[config.mk]
export PLATFORM = sky130hd
export DESIGN_NAME = gpio_bank
export DESIGN_NICKNAME = d
export VERILOG_FILES = /design/src/rtl/gpio_bank_pkg.sv /design/src/rtl/gpio_strobe_reg.sv /design/src/rtl/gpio_cfg_reg.sv /design/src/rtl/gpio_in_sync.sv /design/src/rtl/gpio_pad_ctrl.sv /design/src/rtl/gpio_bank.sv
export SDC_FILE = /design/constraint.sdc
export NUM_CORES = 1
export LEC_CHECK = 0
export BUFFER_PORTS_ARGS = -buffer_cell sky130_fd_sc_hd__buf_2
export CAP_MARGIN = 40
export CORE_UTILIZATION = 50
export DETAILED_ROUTE_END_ITERATION = 6
export PLACE_DENSITY = 0.7
export SYNTH_ARGS = -nofsm -noshare
export SYNTH_HDL_FRONTEND = slang
export SYNTH_HIERARCHICAL = 1
export SYNTH_SLANG_ARGS = --single-unit
[constraint.sdc]
create_clock -name clk -period 3.9 [get_ports clk]
set_input_delay 0.585 -clock clk [delete_from_list [all_inputs] [get_ports clk]]
set_output_delay 0.585 -clock clk [all_outputs]
set_load 0.01 [all_outputs]
[src/rtl/gpio_bank_pkg.sv]
// Package: shared word map for the GPIO pin control bank.
// Assumes a word-addressed bus with a 4-bit address.
package gpio_bank_pkg;

    localparam int ADDR_W = 4;

    typedef enum logic [ADDR_W-1:0] {
        W_PAD_LVL  = 4'd0,   // read-only synchronized pad levels
        W_DOUT     = 4'd1,   // read-only data latch readback
        W_DOUT_SET = 4'd2,   // write-one-to-set data
        W_DOUT_CLR = 4'd3,   // write-one-to-clear data
        W_DIR      = 4'd4,   // read-only direction readback
        W_DIR_SET  = 4'd5,   // write-one-to-set direction
        W_DIR_CLR  = 4'd6,   // write-one-to-clear direction
        W_PULL_OFF = 4'd7,   // read/write pull-disable
        W_RETAIN   = 4'd8,   // read/write sleep retention
        W_FSEL_A   = 4'd9,   // read/write function select A
        W_FSEL_B   = 4'd10   // read/write function select B
    } word_e;

endpackage

[src/rtl/gpio_strobe_reg.sv]
// Module: a bit vector changed only through set and clear strobes.
// Assumes the strobes are already decoded and zero when idle.
// A bit that is both set and cleared in one cycle ends up set.
module gpio_strobe_reg #(
    parameter int WIDTH = 32
) (
    input  logic             clk,
    input  logic             rst_n,
    input  logic [WIDTH-1:0] set_i,
    input  logic [WIDTH-1:0] clr_i,
    output logic [WIDTH-1:0] q_o
);

    // Purpose: apply clear then set so that set has priority.
    always_ff @(posedge clk) begin
        if (!rst_n) q_o <= '0;
        else        q_o <= (q_o & ~clr_i) | set_i;
    end

    a_r2_r3_set_lands: assert property (@(posedge clk) disable iff (!rst_n)
        rst_n |=> ((q_o & $past(set_i)) == $past(set_i)));

    a_r2_r3_clear_lands: assert property (@(posedge clk) disable iff (!rst_n)
        rst_n |=> ((q_o & $past(clr_i & ~set_i)) == '0));

    a_r2_r3_idle_hold: assert property (@(posedge clk) disable iff (!rst_n)
        rst_n |=> (((q_o ^ $past(q_o)) & ~$past(set_i | clr_i)) == '0));

endmodule

[src/rtl/gpio_cfg_reg.sv]
// Module: a plain read/write configuration vector.
// Assumes wr_i is a one-cycle decoded write enable.
module gpio_cfg_reg #(
    parameter int WIDTH = 32
) (
    input  logic             clk,
    input  logic             rst_n,
    input  logic             wr_i,
    input  logic [WIDTH-1:0] wdata_i,
    output logic [WIDTH-1:0] q_o
);

    // Purpose: load the whole word on a write and clear it on reset.
    always_ff @(posedge clk) begin
        if (!rst_n)    q_o <= '0;
        else if (wr_i) q_o <= wdata_i;
    end

    a_r10_load: assert property (@(posedge clk) disable iff (!rst_n)
        rst_n && wr_i |=> q_o == $past(wdata_i));

    a_r10_hold: assert property (@(posedge clk) disable iff (!rst_n)
        rst_n && !wr_i |=> $stable(q_o));

endmodule

[src/rtl/gpio_in_sync.sv]
// Module: a two-flop synchronizer for the asynchronous pad inputs.
// Assumes each pin is sampled on its own; bus-wide coherence is not needed.
module gpio_in_sync #(
    parameter int WIDTH  = 32,
    parameter int STAGES = 2
) (
    input  logic             clk,
    input  logic             rst_n,
    input  logic [WIDTH-1:0] async_i,
    output logic [WIDTH-1:0] sync_o
);

    logic [WIDTH-1:0] stage_q [STAGES];

    // Purpose: shift the pad levels through the flop chain.
    always_ff @(posedge clk) begin
        if (!rst_n) begin
            for (int s = 0; s < STAGES; s++) stage_q[s] <= '0;
        end else begin
            stage_q[0] <= async_i;
            for (int s = 1; s < STAGES; s++) stage_q[s] <= stage_q[s-1];
        end
    end

    assign sync_o = stage_q[STAGES-1];

endmodule

[src/rtl/gpio_pad_ctrl.sv]
// Module: per-pin pad control. It merges the stored configuration with the
// sleep request and drives the signals for the external pad mux.
// Assumes all inputs are registered configuration or a stable sleep level.
module gpio_pad_ctrl #(
    parameter int PINS = 32
) (
    input  logic            clk,
    input  logic            rst_n,
    input  logic            sleep_i,
    input  logic [PINS-1:0] dout_i,
    input  logic [PINS-1:0] dir_i,
    input  logic [PINS-1:0] pull_off_i,
    input  logic [PINS-1:0] retain_i,
    input  logic [PINS-1:0] fsel_a_i,
    input  logic [PINS-1:0] fsel_b_i,
    output logic [PINS-1:0] oe_o,
    output logic [PINS-1:0] out_o,
    output logic [PINS-1:0] pull_en_o,
    output logic [PINS-1:0] pull_up_o,
    output logic [PINS-1:0] func_a_o,
    output logic [PINS-1:0] func_b_o
);

    for (genvar p = 0; p < PINS; p++) begin : g_pin
        logic sleep_in;

        // Purpose: decide each pin's pad drive, with the sleep override.
        always_comb begin
            sleep_in     = sleep_i & ~retain_i[p];
            oe_o[p]      = dir_i[p] & ~sleep_in;
            out_o[p]     = dout_i[p];
            pull_en_o[p] = sleep_in | (~pull_off_i[p] & ~dir_i[p]);
            pull_up_o[p] = dout_i[p];
            func_a_o[p]  = fsel_a_i[p];
            func_b_o[p]  = fsel_b_i[p];
        end
    end

    a_r5_no_pull_when_driving: assert property (@(posedge clk) disable iff (!rst_n)
        (oe_o & pull_en_o) == '0);

    a_r7_sleep_releases: assert property (@(posedge clk) disable iff (!rst_n)
        sleep_i |-> ((oe_o & ~retain_i) == '0) && ((pull_en_o | retain_i) == '1));

endmodule

[src/rtl/gpio_bank.sv]
// Module: top of the GPIO pin control register bank. It decodes the
// register bus into strobes and loads, holds the per-pin state and drives
// the pad control signals.
// Assumes a single bus master. A write takes effect at the clock edge on
// which bus_en and bus_we are high. Reads return combinationally.
module gpio_bank
    import gpio_bank_pkg::*;
#(
    parameter int PINS       = 32,
    parameter int SYNC_DEPTH = 2
) (
    input  logic              clk,
    input  logic              rst_n,
    input  logic              bus_en,
    input  logic              bus_we,
    input  logic [ADDR_W-1:0] bus_addr,
    input  logic [PINS-1:0]   bus_wdata,
    output logic [PINS-1:0]   bus_rdata,
    input  logic              sleep_req,
    input  logic [PINS-1:0]   pad_in,
    output logic [PINS-1:0]   pin_oe,
    output logic [PINS-1:0]   pin_out,
    output logic [PINS-1:0]   pin_pull_en,
    output logic [PINS-1:0]   pin_pull_up,
    output logic [PINS-1:0]   pin_func_a,
    output logic [PINS-1:0]   pin_func_b
);

    logic            wr;
    logic [PINS-1:0] dout_set, dout_clr, dir_set, dir_clr;
    logic            wr_pull_off, wr_retain, wr_fsel_a, wr_fsel_b;
    logic [PINS-1:0] dout_q, dir_q, pull_off_q, retain_q, fsel_a_q, fsel_b_q;
    logic [PINS-1:0] pad_sync;

    // Purpose: turn a bus write into per-register strobes and load enables.
    always_comb begin
        wr          = bus_en & bus_we;
        dout_set    = (wr && bus_addr == W_DOUT_SET) ? bus_wdata : '0;
        dout_clr    = (wr && bus_addr == W_DOUT_CLR) ? bus_wdata : '0;
        dir_set     = (wr && bus_addr == W_DIR_SET)  ? bus_wdata : '0;
        dir_clr     = (wr && bus_addr == W_DIR_CLR)  ? bus_wdata : '0;
        wr_pull_off = wr && bus_addr == W_PULL_OFF;
        wr_retain   = wr && bus_addr == W_RETAIN;
        wr_fsel_a   = wr && bus_addr == W_FSEL_A;
        wr_fsel_b   = wr && bus_addr == W_FSEL_B;
    end

    gpio_strobe_reg #(.WIDTH(PINS)) u_dout (
        .clk(clk), .rst_n(rst_n), .set_i(dout_set), .clr_i(dout_clr), .q_o(dout_q));

    gpio_strobe_reg #(.WIDTH(PINS)) u_dir (
        .clk(clk), .rst_n(rst_n), .set_i(dir_set), .clr_i(dir_clr), .q_o(dir_q));

    gpio_cfg_reg #(.WIDTH(PINS)) u_pull_off (
        .clk(clk), .rst_n(rst_n), .wr_i(wr_pull_off), .wdata_i(bus_wdata), .q_o(pull_off_q));

    gpio_cfg_reg #(.WIDTH(PINS)) u_retain (
        .clk(clk), .rst_n(rst_n), .wr_i(wr_retain), .wdata_i(bus_wdata), .q_o(retain_q));

    gpio_cfg_reg #(.WIDTH(PINS)) u_fsel_a (
        .clk(clk), .rst_n(rst_n), .wr_i(wr_fsel_a), .wdata_i(bus_wdata), .q_o(fsel_a_q));

    gpio_cfg_reg #(.WIDTH(PINS)) u_fsel_b (
        .clk(clk), .rst_n(rst_n), .wr_i(wr_fsel_b), .wdata_i(bus_wdata), .q_o(fsel_b_q));

    gpio_in_sync #(.WIDTH(PINS), .STAGES(SYNC_DEPTH)) u_sync (
        .clk(clk), .rst_n(rst_n), .async_i(pad_in), .sync_o(pad_sync));

    gpio_pad_ctrl #(.PINS(PINS)) u_pads (
        .clk(clk), .rst_n(rst_n), .sleep_i(sleep_req),
        .dout_i(dout_q), .dir_i(dir_q), .pull_off_i(pull_off_q), .retain_i(retain_q),
        .fsel_a_i(fsel_a_q), .fsel_b_i(fsel_b_q),
        .oe_o(pin_oe), .out_o(pin_out), .pull_en_o(pin_pull_en), .pull_up_o(pin_pull_up),
        .func_a_o(pin_func_a), .func_b_o(pin_func_b));

    // Purpose: select the read word; write-only and unmapped words return 0.
    always_comb begin
        case (bus_addr)
            W_PAD_LVL:  bus_rdata = pad_sync;
            W_DOUT:     bus_rdata = dout_q;
            W_DIR:      bus_rdata = dir_q;
            W_PULL_OFF: bus_rdata = pull_off_q;
            W_RETAIN:   bus_rdata = retain_q;
            W_FSEL_A:   bus_rdata = fsel_a_q;
            W_FSEL_B:   bus_rdata = fsel_b_q;
            default:    bus_rdata = '0;
        endcase
    end

    a_r8_two_edge_sync: assert property (@(posedge clk) disable iff (!rst_n)
        rst_n && $past(rst_n) |=> pad_sync == $past(pad_in, 2));

    a_r9_level_word_ro: assert property (@(posedge clk) disable iff (!rst_n)
        rst_n && bus_en && bus_we && bus_addr == W_PAD_LVL |=>
            $stable(pin_out) && $stable(pin_oe) && $stable(pin_func_a) && $stable(pin_func_b));

    a_r4_out_tracks_latch: assert property (@(posedge clk) disable iff (!rst_n)
        pin_out == pin_pull_up);

endmodule

Word level (Yosys, flattened, before mapping). Memories as Yosys holds them, arrays and structs flattened. Cells that the tools add are included.

Register bits: 192. Bits in writable memories: 64. Output and inout bits: 224. Word-level logic and storage cells: 300. Memories: 1.

Memories: u_sync.stage_q (words 2, bits a word 32, read ports 2, clocked after Yosys merged registers in 0, wr ports 2, RTL line gpio_in_sync.sv:13) `logic [WIDTH-1:0] stage_q [STAGES];`.

Eq/ne operators: 10. Muxes and demuxes: 9. Bitwise logic cells: 265. Reductions and logical operators: 9.

Operators with widths (number): $pmux 32 s7 (1); $mux 32 (6); $not 1->1 (128); $and 1x1->1 (97); $and 32x32->32 (2); $not 32->32 (2); $or 32x32->32 (2); $or 1x1->1 (34); $eq 4x3->1 const B (4); $eq 4x4->1 const B (3); $eq 4x2->1 const B (2); $logic_and 1x1->1 (8); $eq 4x1->1 const B (1); $logic_not 4->1 (1); $mux 1 (2).

Depth between registers and ports, before layout. Gate-level depths: netlist of the first run.

Word-level depth: 6. Depth in mapped cells: 10. Gate-level depth less buffers: 5.

Cells and area by module. The synthesis of the first run kept the hierarchy.

By module, submodules not included: gpio_cfg_reg (times used 4, cells each 103, area each 1243.7 sq um, seq. area each 640.6 sq um); gpio_bank (times used 1, cells each 481, area each 3249.4 sq um, seq. area each 0.0 sq um); gpio_strobe_reg (times used 2, cells each 99, area each 1114.8 sq um, seq. area each 640.6 sq um); gpio_in_sync (times used 1, cells each 166, area each 2031.9 sq um, seq. area each 1281.2 sq um); gpio_pad_ctrl (times used 1, cells each 227, area each 1544.0 sq um, seq. area each 0.0 sq um).

Worst setup path after synthesis of the first run. No wires, ideal clock.

Path kind: input -> register. From: input port bus_addr[3]. To: register u_retain.q_o[0]. Setup time: 0.116 ns. Arrival time: 2.218 ns. Data required time: 3.784 ns. Setup slack: 1.566 ns. Cell stages on the path: 10. Path through: buf_2 buf_4 buf_4 buf_2 nand3_1 nor4_1 buf_6 buf_12 mux2i_1 nor2b_1.

Longest elaborated chain between the ends: 2.

RTL lines: start: declaration (RTL line gpio_bank.sv:16) `input logic [ADDR_W-1:0] bus_addr,`; $eq 4x4->1 (RTL line gpio_bank.sv:43) `wr_retain = wr && bus_addr == W_RETAIN;`; $logic_and 1x1->1 (RTL line gpio_bank.sv:43); net wr_retain (RTL line gpio_bank.sv:31) `logic wr_pull_off, wr_retain, wr_fsel_a, wr_fsel_b;`; end signal: assignment (RTL line gpio_cfg_reg.sv:16) `else if (wr_i) q_o <= wdata_i;`; end: declaration (RTL line gpio_cfg_reg.sv:10) `output logic [WIDTH-1:0] q_o`.

The timed path passes the listed nets, and every way through them passes these cells. A chain may end at the register's enable or synchronous reset.

Worst setup path after layout of the first run.
From: input port bus_addr[0]. To: output port bus_rdata[4].

Longest elaborated chain between the ends: 2.

RTL lines: $eq 4x4->1 (tied with other cells) (RTL line gpio_bank.sv:78) `case (bus_addr)`; $pmux 32 s7 (*) (RTL line gpio_bank.sv:78); end: declaration (RTL line gpio_bank.sv:18) `output logic [PINS-1:0] bus_rdata,`.

Every way passes the cells marked *; elsewhere a longest branch is shown, timed or not.

==> results.json, run 1 <==
{
  "timing.max_cap.violations": 0,
  "grt_pass1_vias": 10100,
  "crit_path_arrival_time_ns": 2.46,
  "final_hold_viol_count": 0,
  "dp.final_hpwl_um": 25000,
  "vias_after_detailed_routing": 10600,
  "grt.overflow.total": 0,
  "cp-start-kind": "input pin",
  "synth_area_leaders": "sky130_fd_sc_hd__dfxtp_1, sky130_fd_sc_hd__mux2i_1, sky130_fd_sc_hd__buf_4",
  "worstReg2RegStart": "u_dout/q_o[20]",
  "cts_tree": "yes",
  "starting_density_of_the_core_pct": 51.5,
  "cts_hold_buf": 0,
  "combPwrFrac_pct": 7.1,
  "total_power_uw": 5780,
  "share_seq_of_total_power_pct": 46.3,
  "share_of_the_yosys_chip_area_belonging_to_registers_pct": 36.5,
  "fin_setup_tns_ns": 0,
  "die_outline_area_um2": 28700,
  "io_buffer_count": 296,
  "synth.cells.most_frequent": "sky130_fd_sc_hd__dfxtp_1, sky130_fd_sc_hd__nor2b_1, sky130_fd_sc_hd__buf_4, sky130_fd_sc_hd__and2_1, sky130_fd_sc_hd__mux2i_1",
  "ios": 297,
  "switchingPower_uw": 1350,
  "via_per_inst": 5.36,
  "status": "complete, no violations",
  "post-route-worst-setup-slack_ns": 0.857,
  "p_per_area_nw_per_um2": 376,
  "clockPowerShare_pct": 46.6,
  "detailedRoute.firstIterationViolations": 706,
  "r2r_cells": 2,
  "synth_enable_flop_cells": 0,
  "min_to": "u_sync/stage_q[0][23]",
  "cp-end-kind": "primary output",
  "hold_start": "pad_in[23]",
  "gp_congestion": 0.846,
  "clock_sink_count": 256,
  "drc_errors": 0,
  "synth_async_sr_flop_share_pct": 0,
  "fp.dieW_um": 170,
  "worst_slew_margin_rel_pct": 42.9,
  "grt_pass1_wl_um": 57400,
  "yosys.area.top_type_share_pct": 36.5,
  "syn-cell-area_um2": 14000,
  "detail-route-antenna-nets": 0,
  "post-synth-top-area-cell": "sky130_fd_sc_hd__dfxtp_1",
  "yosys_warnings": 6,
  "dieHeight_um": 170,
  "p_sw_share_pct": 23.4,
  "ys_types": 42,
  "buffers_from_clock_root_to_sink_at_most": 3,
  "critical_path_required_ns": 3.31,
  "cts.repair.resized": 0,
  "first_pass_iters": 5,
  "crit_type": "input pin to primary output",
  "wirelength_um": 37700,
  "setup-violations-final": 0,
  "number_of_clock_buffers_inserted_by_tritoncts": 28,
  "post_cts_setup_buffers": 0,
  "net_count_final": 1651,
  "placement_rows": 60,
  "hold_depth": 2,
  "slew_viol_final": 0,
  "final.fill_count": 2521,
  "post-route-period-util_pct": 78.0,
  "critical_path_peak_fanout": 57,
  "overall_track_demand_over_capacity_in_global_routing_pct": 25.6,
  "post_route_cells_drive_above_1_share_pct": 28.7,
  "grt_setup_unrepaired": "no",
  "syn_area_per_cell_um2": 9.45,
  "worst_pin_slew_ns": 0.856,
  "clk_latency_ns": 0.54,
  "cts-root-buf": "sky130_fd_sc_hd__clkbuf_16",
  "design.core.area_um2": 27300,
  "cts.clk_slew.worst_paths_ns": 0.06,
  "largest_net_degree_at_the_start_of_global_routing": 128,
  "syn_to_final_growth_pct": 9.71,
  "reg2reg_slack_ns": 3.10,
  "p_leak_uw": 0.00659,
  "final_period_minus_worst_setup_slack_ns": 3.04,
  "synth.net_count": 1557,
  "avgRoutedWirePerCell_um": 19.1,
  "cts_htree_levels": 1,
  "final.setup_skew_ns": 0.00507,
  "ys_ff_latch": 256,
  "number_of_antenna_violations_at_the_first_check_in_global_routing": 6,
  "place_ws_ns": 0.909,
  "p_int_uw": 4430,
  "vdd.ir_drop.worst_mv": 0.289,
  "hold_class": "input pin to flip-flop",
  "synth_ff_type": "sky130_fd_sc_hd__dfxtp_1",
  "r2r_end": "u_dout/q_o[20]",
  "fmax_mhz": 329,
  "most_common_cell_in_the_synthesized_netlist": "sky130_fd_sc_hd__dfxtp_1",
  "post_synth_inst_count": 1484
}
-- flip-flops by register name, summed over array words and instances (netlist names) --
register and cells:
u_sync/stage_q 64, u_fsel_b/q_o 32, u_pull_off/q_o 32, u_retain/q_o 32, u_dout/q_o 32, u_dir/q_o 32
u_fsel_a/q_o 32
-- placed cells by master, fill, tap and decap left out, drive strengths merged, types with 18 or more instances in the layout --
cell / Yosys / final
mux2i: 144 / 144
a22oi: 32 / 32
clkbuf: 62 / 39
nor2b: 192 / 192
o21a: 64 / 64
and3b: 31 / 31
and2: 224 / 224
nand2: 18 / 18
buf: 202 / 328
dfxtp: 256 / 256
o21ai: 78 / 78
nand2b: 34 / 34
-- area by class of cell --
cell class,instances,area [um2],share of cell area (%)
Multi-Input combinational cell,964,7050,45.8
Sequential cell,256,5120,33.3
Timing Repair Buffer,328,1790,11.6
Clock buffer,39,792,5.15
Tap cell,372,465,3.02
Clock inverter,12,150,0.975
Antenna cell,5,12.5,0.0813
-- power by group through the flow --
stage	combinational [uW]	clock, uW	sequential, uW
after global placement	395	0	2740
after floorplan	272	0	2730
after detailed placement	406	0	2740
after global routing	439	2840	2680
after CTS	407	2740	2680
final	408	2700	2680
-- worst max-delay path: stages --
cell                      delay, ns
sky130_fd_sc_hd__buf_4         0.47
sky130_fd_sc_hd__buf_4         0.59
sky130_fd_sc_hd__and3b_1       0.24
sky130_fd_sc_hd__o21ai_0       0.17
sky130_fd_sc_hd__nand4_1       0.18
sky130_fd_sc_hd__buf_2         0.19
-- cell families after synthesis --
| kind of cell | count (synthesis) | share of synthesized area, % |
|---|---|---|
| and+or+nand+nor | 595 | 28.7 |
| muxes | 145 | 10.4 |
| buffers and inverters | 264 | 13.7 |
| DFF | 256 | 36.5 |
| AOI/OAI and AO/OA | 224 | 10.8 |
-- per-layer routing --
| layer | track usage, % | up-vias | share of wire, % |
|---|---|---|---|
| met5 | 0 | - | 0 |
| li1 | - | 5058 | - |
| met4 | 8.54 | 0 | 2.4 |
| met3 | 3.73 | 56 | 6.0 |
| met1 | 34.8 | 5082 | 46 |
| met2 | 41.5 | 393 | 46 |
-- how the worst max path moves through the flow --
stage                           start         endpoint  slack, ns  cells past startpoint
after floorplan           bus_addr[3]  u_retain/q_o[0]       1.57                     10
after global placement    bus_addr[0]     bus_rdata[0]       0.74                      5
after detailed placement  bus_addr[0]     bus_rdata[4]       0.91                      6
after CTS                 bus_addr[0]     bus_rdata[4]       0.90                      6
after global routing      bus_addr[0]     bus_rdata[4]       0.76                      6
final                     bus_addr[0]     bus_rdata[4]       0.86                      6
-- through the flow --
stage	hold slack, ns	utilization (%)	cell area [um2]	std cells
finish	0.256	56.5	15400	1976
floorplan	0.420	-	14000	1484
global placement	0.428	52.8	14400	1917
detailed placement	0.432	53.0	14400	1920
global route	0.244	56.5	15400	1976
CTS	0.236	56.4	15400	1971
No activity file was read; power rests on OpenSTA's default activity.
==> run 2: changes to the inputs <==
Settings changed: ABC_AREA from default to 1, PLACE_DENSITY 0.7 to 0.69.
Clock period 3.9 ns to 2.8 ns, I/O delays scaled along.
==> results.json, run 2 <==
{
  "ios": 297,
  "via_per_inst": 4.83,
  "synth_area_leaders": "sky130_fd_sc_hd__dfxtp_1, sky130_fd_sc_hd__nand2_1, sky130_fd_sc_hd__nor2_1",
  "wirelength_um": 45000,
  "syn_area_per_cell_um2": 6.21,
  "synth_enable_flop_cells": 0,
  "layout.core_utilization_pct": 55.1,
  "synth_async_sr_flop_share_pct": 0,
  "cts.clk_slew.worst_paths_ns": 0.06,
  "hold_class": "input pin to flip-flop",
  "avgRoutedWirePerCell_um": 15.5,
  "p_leak_uw": 0.00855,
  "cp_slowest_stage_delay_ns": 0.29,
  "fp.dieW_um": 175,
  "instances_no_fill": 2911,
  "clk_latency_ns": 0.55,
  "status": "complete, no violations",
  "io_buffer_count": 296,
  "post-route-worst-setup-slack_ns": 0.547,
  "synth_ff_type": "sky130_fd_sc_hd__dfxtp_1",
  "share_of_the_yosys_chip_area_belonging_to_registers_pct": 34.2,
  "cts_hold_buf": 0,
  "synth.net_count": 2487,
  "syn_to_final_growth_pct": 8.64,
  "cts_htree_levels": 1,
  "worst_pin_slew_ns": 0.772,
  "critical_path.slowest_cell": "sky130_fd_sc_hd__buf_4",
  "number_of_clock_buffers_inserted_by_tritoncts": 29,
  "vdd.ir_drop.worst_mv": 0.349,
  "fmax_mhz": 444,
  "cts-root-buf": "sky130_fd_sc_hd__clkbuf_16",
  "cts.repair.resized": 0,
  "final.setup_skew_ns": 0.00890,
  "starting_density_of_the_core_pct": 50.7,
  "grt_setup_unrepaired": "no",
  "detail-route-antenna-nets": 0,
  "design.core.area_um2": 29600,
  "placement_rows": 63,
  "timing.max_cap.violations": 0,
  "drc_errors": 0,
  "placed_cells": 2854,
  "yosys_warnings": 6,
  "layout.cells.most_common": "sky130_fd_sc_hd__nand2_1",
  "dieHeight_um": 175,
  "post_synth_inst_count": 2414,
  "timing.critical_path.cells": "buf_2, nor2_4, nand2_1, buf_4, nor2_1, nor2_1, nand2_1, buf_2",
  "grt_pass1_vias": 12600,
  "net_count_final": 2568,
  "overall_track_demand_over_capacity_in_global_routing_pct": 28.6,
  "dp.final_hpwl_um": 30000,
  "buffers_from_clock_root_to_sink_at_most": 3,
  "fin_setup_tns_ns": 0,
  "detailedRoute.firstIterationViolations": 1386,
  "post-route-period-util_pct": 80.5,
  "cts_tree": "yes",
  "critical_path_peak_fanout": 7,
  "number_of_antenna_violations_at_the_first_check_in_global_routing": 2,
  "gp_congestion": 0.929,
  "largest_net_degree_at_the_start_of_global_routing": 146,
  "final_hold_viol_count": 0,
  "critical_path_buf_inv_count": 3,
  "final_period_minus_worst_setup_slack_ns": 2.25,
  "first_pass_iters": 6,
  "vias_after_detailed_routing": 14100,
  "post-synth-top-area-cell": "sky130_fd_sc_hd__dfxtp_1",
  "worst_slew_margin_rel_pct": 48.4,
  "cp_top_family": "simple AND/OR/NAND/NOR gates",
  "most_common_cell_in_the_synthesized_netlist": "sky130_fd_sc_hd__nand2_1",
  "cp-end-kind": "primary output",
  "multiInputGateArea_um2": 6050,
  "regArea_um2": 5120,
  "mostFrequentLayoutCells": "sky130_fd_sc_hd__nand2_1, sky130_fd_sc_hd__inv_1, sky130_fd_sc_hd__nor2_1, sky130_fd_sc_hd__buf_2, sky130_fd_sc_hd__dfxtp_1",
  "post_cts_setup_buffers": 0,
  "die_outline_area_um2": 30700,
  "final.fill_count": 3009,
  "syn-cell-area_um2": 15000,
  "synth.cells.most_frequent": "sky130_fd_sc_hd__nand2_1, sky130_fd_sc_hd__nor2_1, sky130_fd_sc_hd__inv_1, sky130_fd_sc_hd__dfxtp_1, sky130_fd_sc_hd__nand3_1",
  "place_ws_ns": 0.574,
  "post_route_cells_drive_above_1_share_pct": 18.9,
  "setup-violations-final": 0,
  "clock_sink_count": 256,
  "yosys.area.top_type_share_pct": 34.2,
  "slew_viol_final": 0,
  "ys_ff_latch": 256,
  "grt.overflow.total": 0,
  "crit_type": "input pin to primary output",
  "grt_pass1_wl_um": 69100,
  "critical_path_required_ns": 2.38,
  "ys_types": 17,
  "top_register": "u_sync/stage_q",
  "p_per_area_nw_per_um2": 506,
  "flip_flop_count_of_the_largest_register_all_copies_and_words_added": 64,
  "crit_path_arrival_time_ns": 1.83,
  "cp-start-kind": "input pin"
}
## run 2: cell types whose count changed in the layout (fill, tap and decap cells not counted), moves of 76 or more
cell / before / now
sky130_fd_sc_hd__a21oi_2: 0 / 92
sky130_fd_sc_hd__nor2_1: 2 / 480
sky130_fd_sc_hd__nor2b_1: 192 / 0
sky130_fd_sc_hd__nand2_1: 18 / 614
sky130_fd_sc_hd__inv_1: 0 / 484
sky130_fd_sc_hd__o21ai_0: 76 / 0
sky130_fd_sc_hd__nand3_1: 2 / 192
sky130_fd_sc_hd__and2_1: 160 / 0
sky130_fd_sc_hd__mux2i_1: 144 / 0
## run 2: final timing paths
kind	from	endpoint	slack [ns]	cells past startpoint
hold / removal	pad_in[18]	u_sync/stage_q[0][18]	0.05	3
setup reg to reg	u_dout/q_o[29]	u_dout/q_o[29]	2.01	2
setup / recovery	bus_addr[0]	bus_rdata[4]	0.55	8
hold reg to reg	u_sync/stage_q[0][13]	u_sync/stage_q[0][45]	0.41	2
## run 2: cells by family after synthesis
group                  after synthesis  share of synthesized area (%)
flip-flops                         256                           34.2
AO/OA/AOI/OAI                       96                           5.51
AND/OR/NAND/NOR                   1300                           34.4
buffers and inverters              762                           25.9
## run 2: power breakdown
group	total, uW	internal (uW)	switching (uW)
Combinational	685	196	489
Clock	3790	2240	1560
Sequential	3760	3720	42.7
## run 2: cell type report
| type | count | share of cell area, % |
|---|---|---|
| antenna | 3 | 0.0461 |
| clock buffer | 49 | 5.47 |
| clock inverter | 5 | 0.330 |
| inverter | 488 | 11.3 |
| multi-input combinational | 1396 | 37.1 |
| sequential | 256 | 31.5 |
| tap | 390 | 3.00 |
| timing repair buffer | 324 | 11.3 |
## run 2: worst min-delay path: stages
cell and delay [ns]:
sky130_fd_sc_hd__buf_2 0.07, sky130_fd_sc_hd__nand2_1 0.04, sky130_fd_sc_hd__inv_1 0.04
## run 2: through the flow
step	area [um2]	power, uW	hold WS (ns)
2_1_floorplan	15000	4310	0.386
3_3_place_gp	15300	4500	0.392
3_5_place_dp	15300	4510	0.395
4_1_cts	16300	8280	0.0294
5_1_grt	16300	8510	0.0522
6_report	16300	8240	0.0459
## run 2: metal layers
layer  up-vias  track usage (%)  routed length, um
met4         0             11.3               1600
met5         -                0                  0
met1      6331             40.6              20500
met2       640             43.9              19400
li1       6989                -                  -
met3        95             3.50               3550
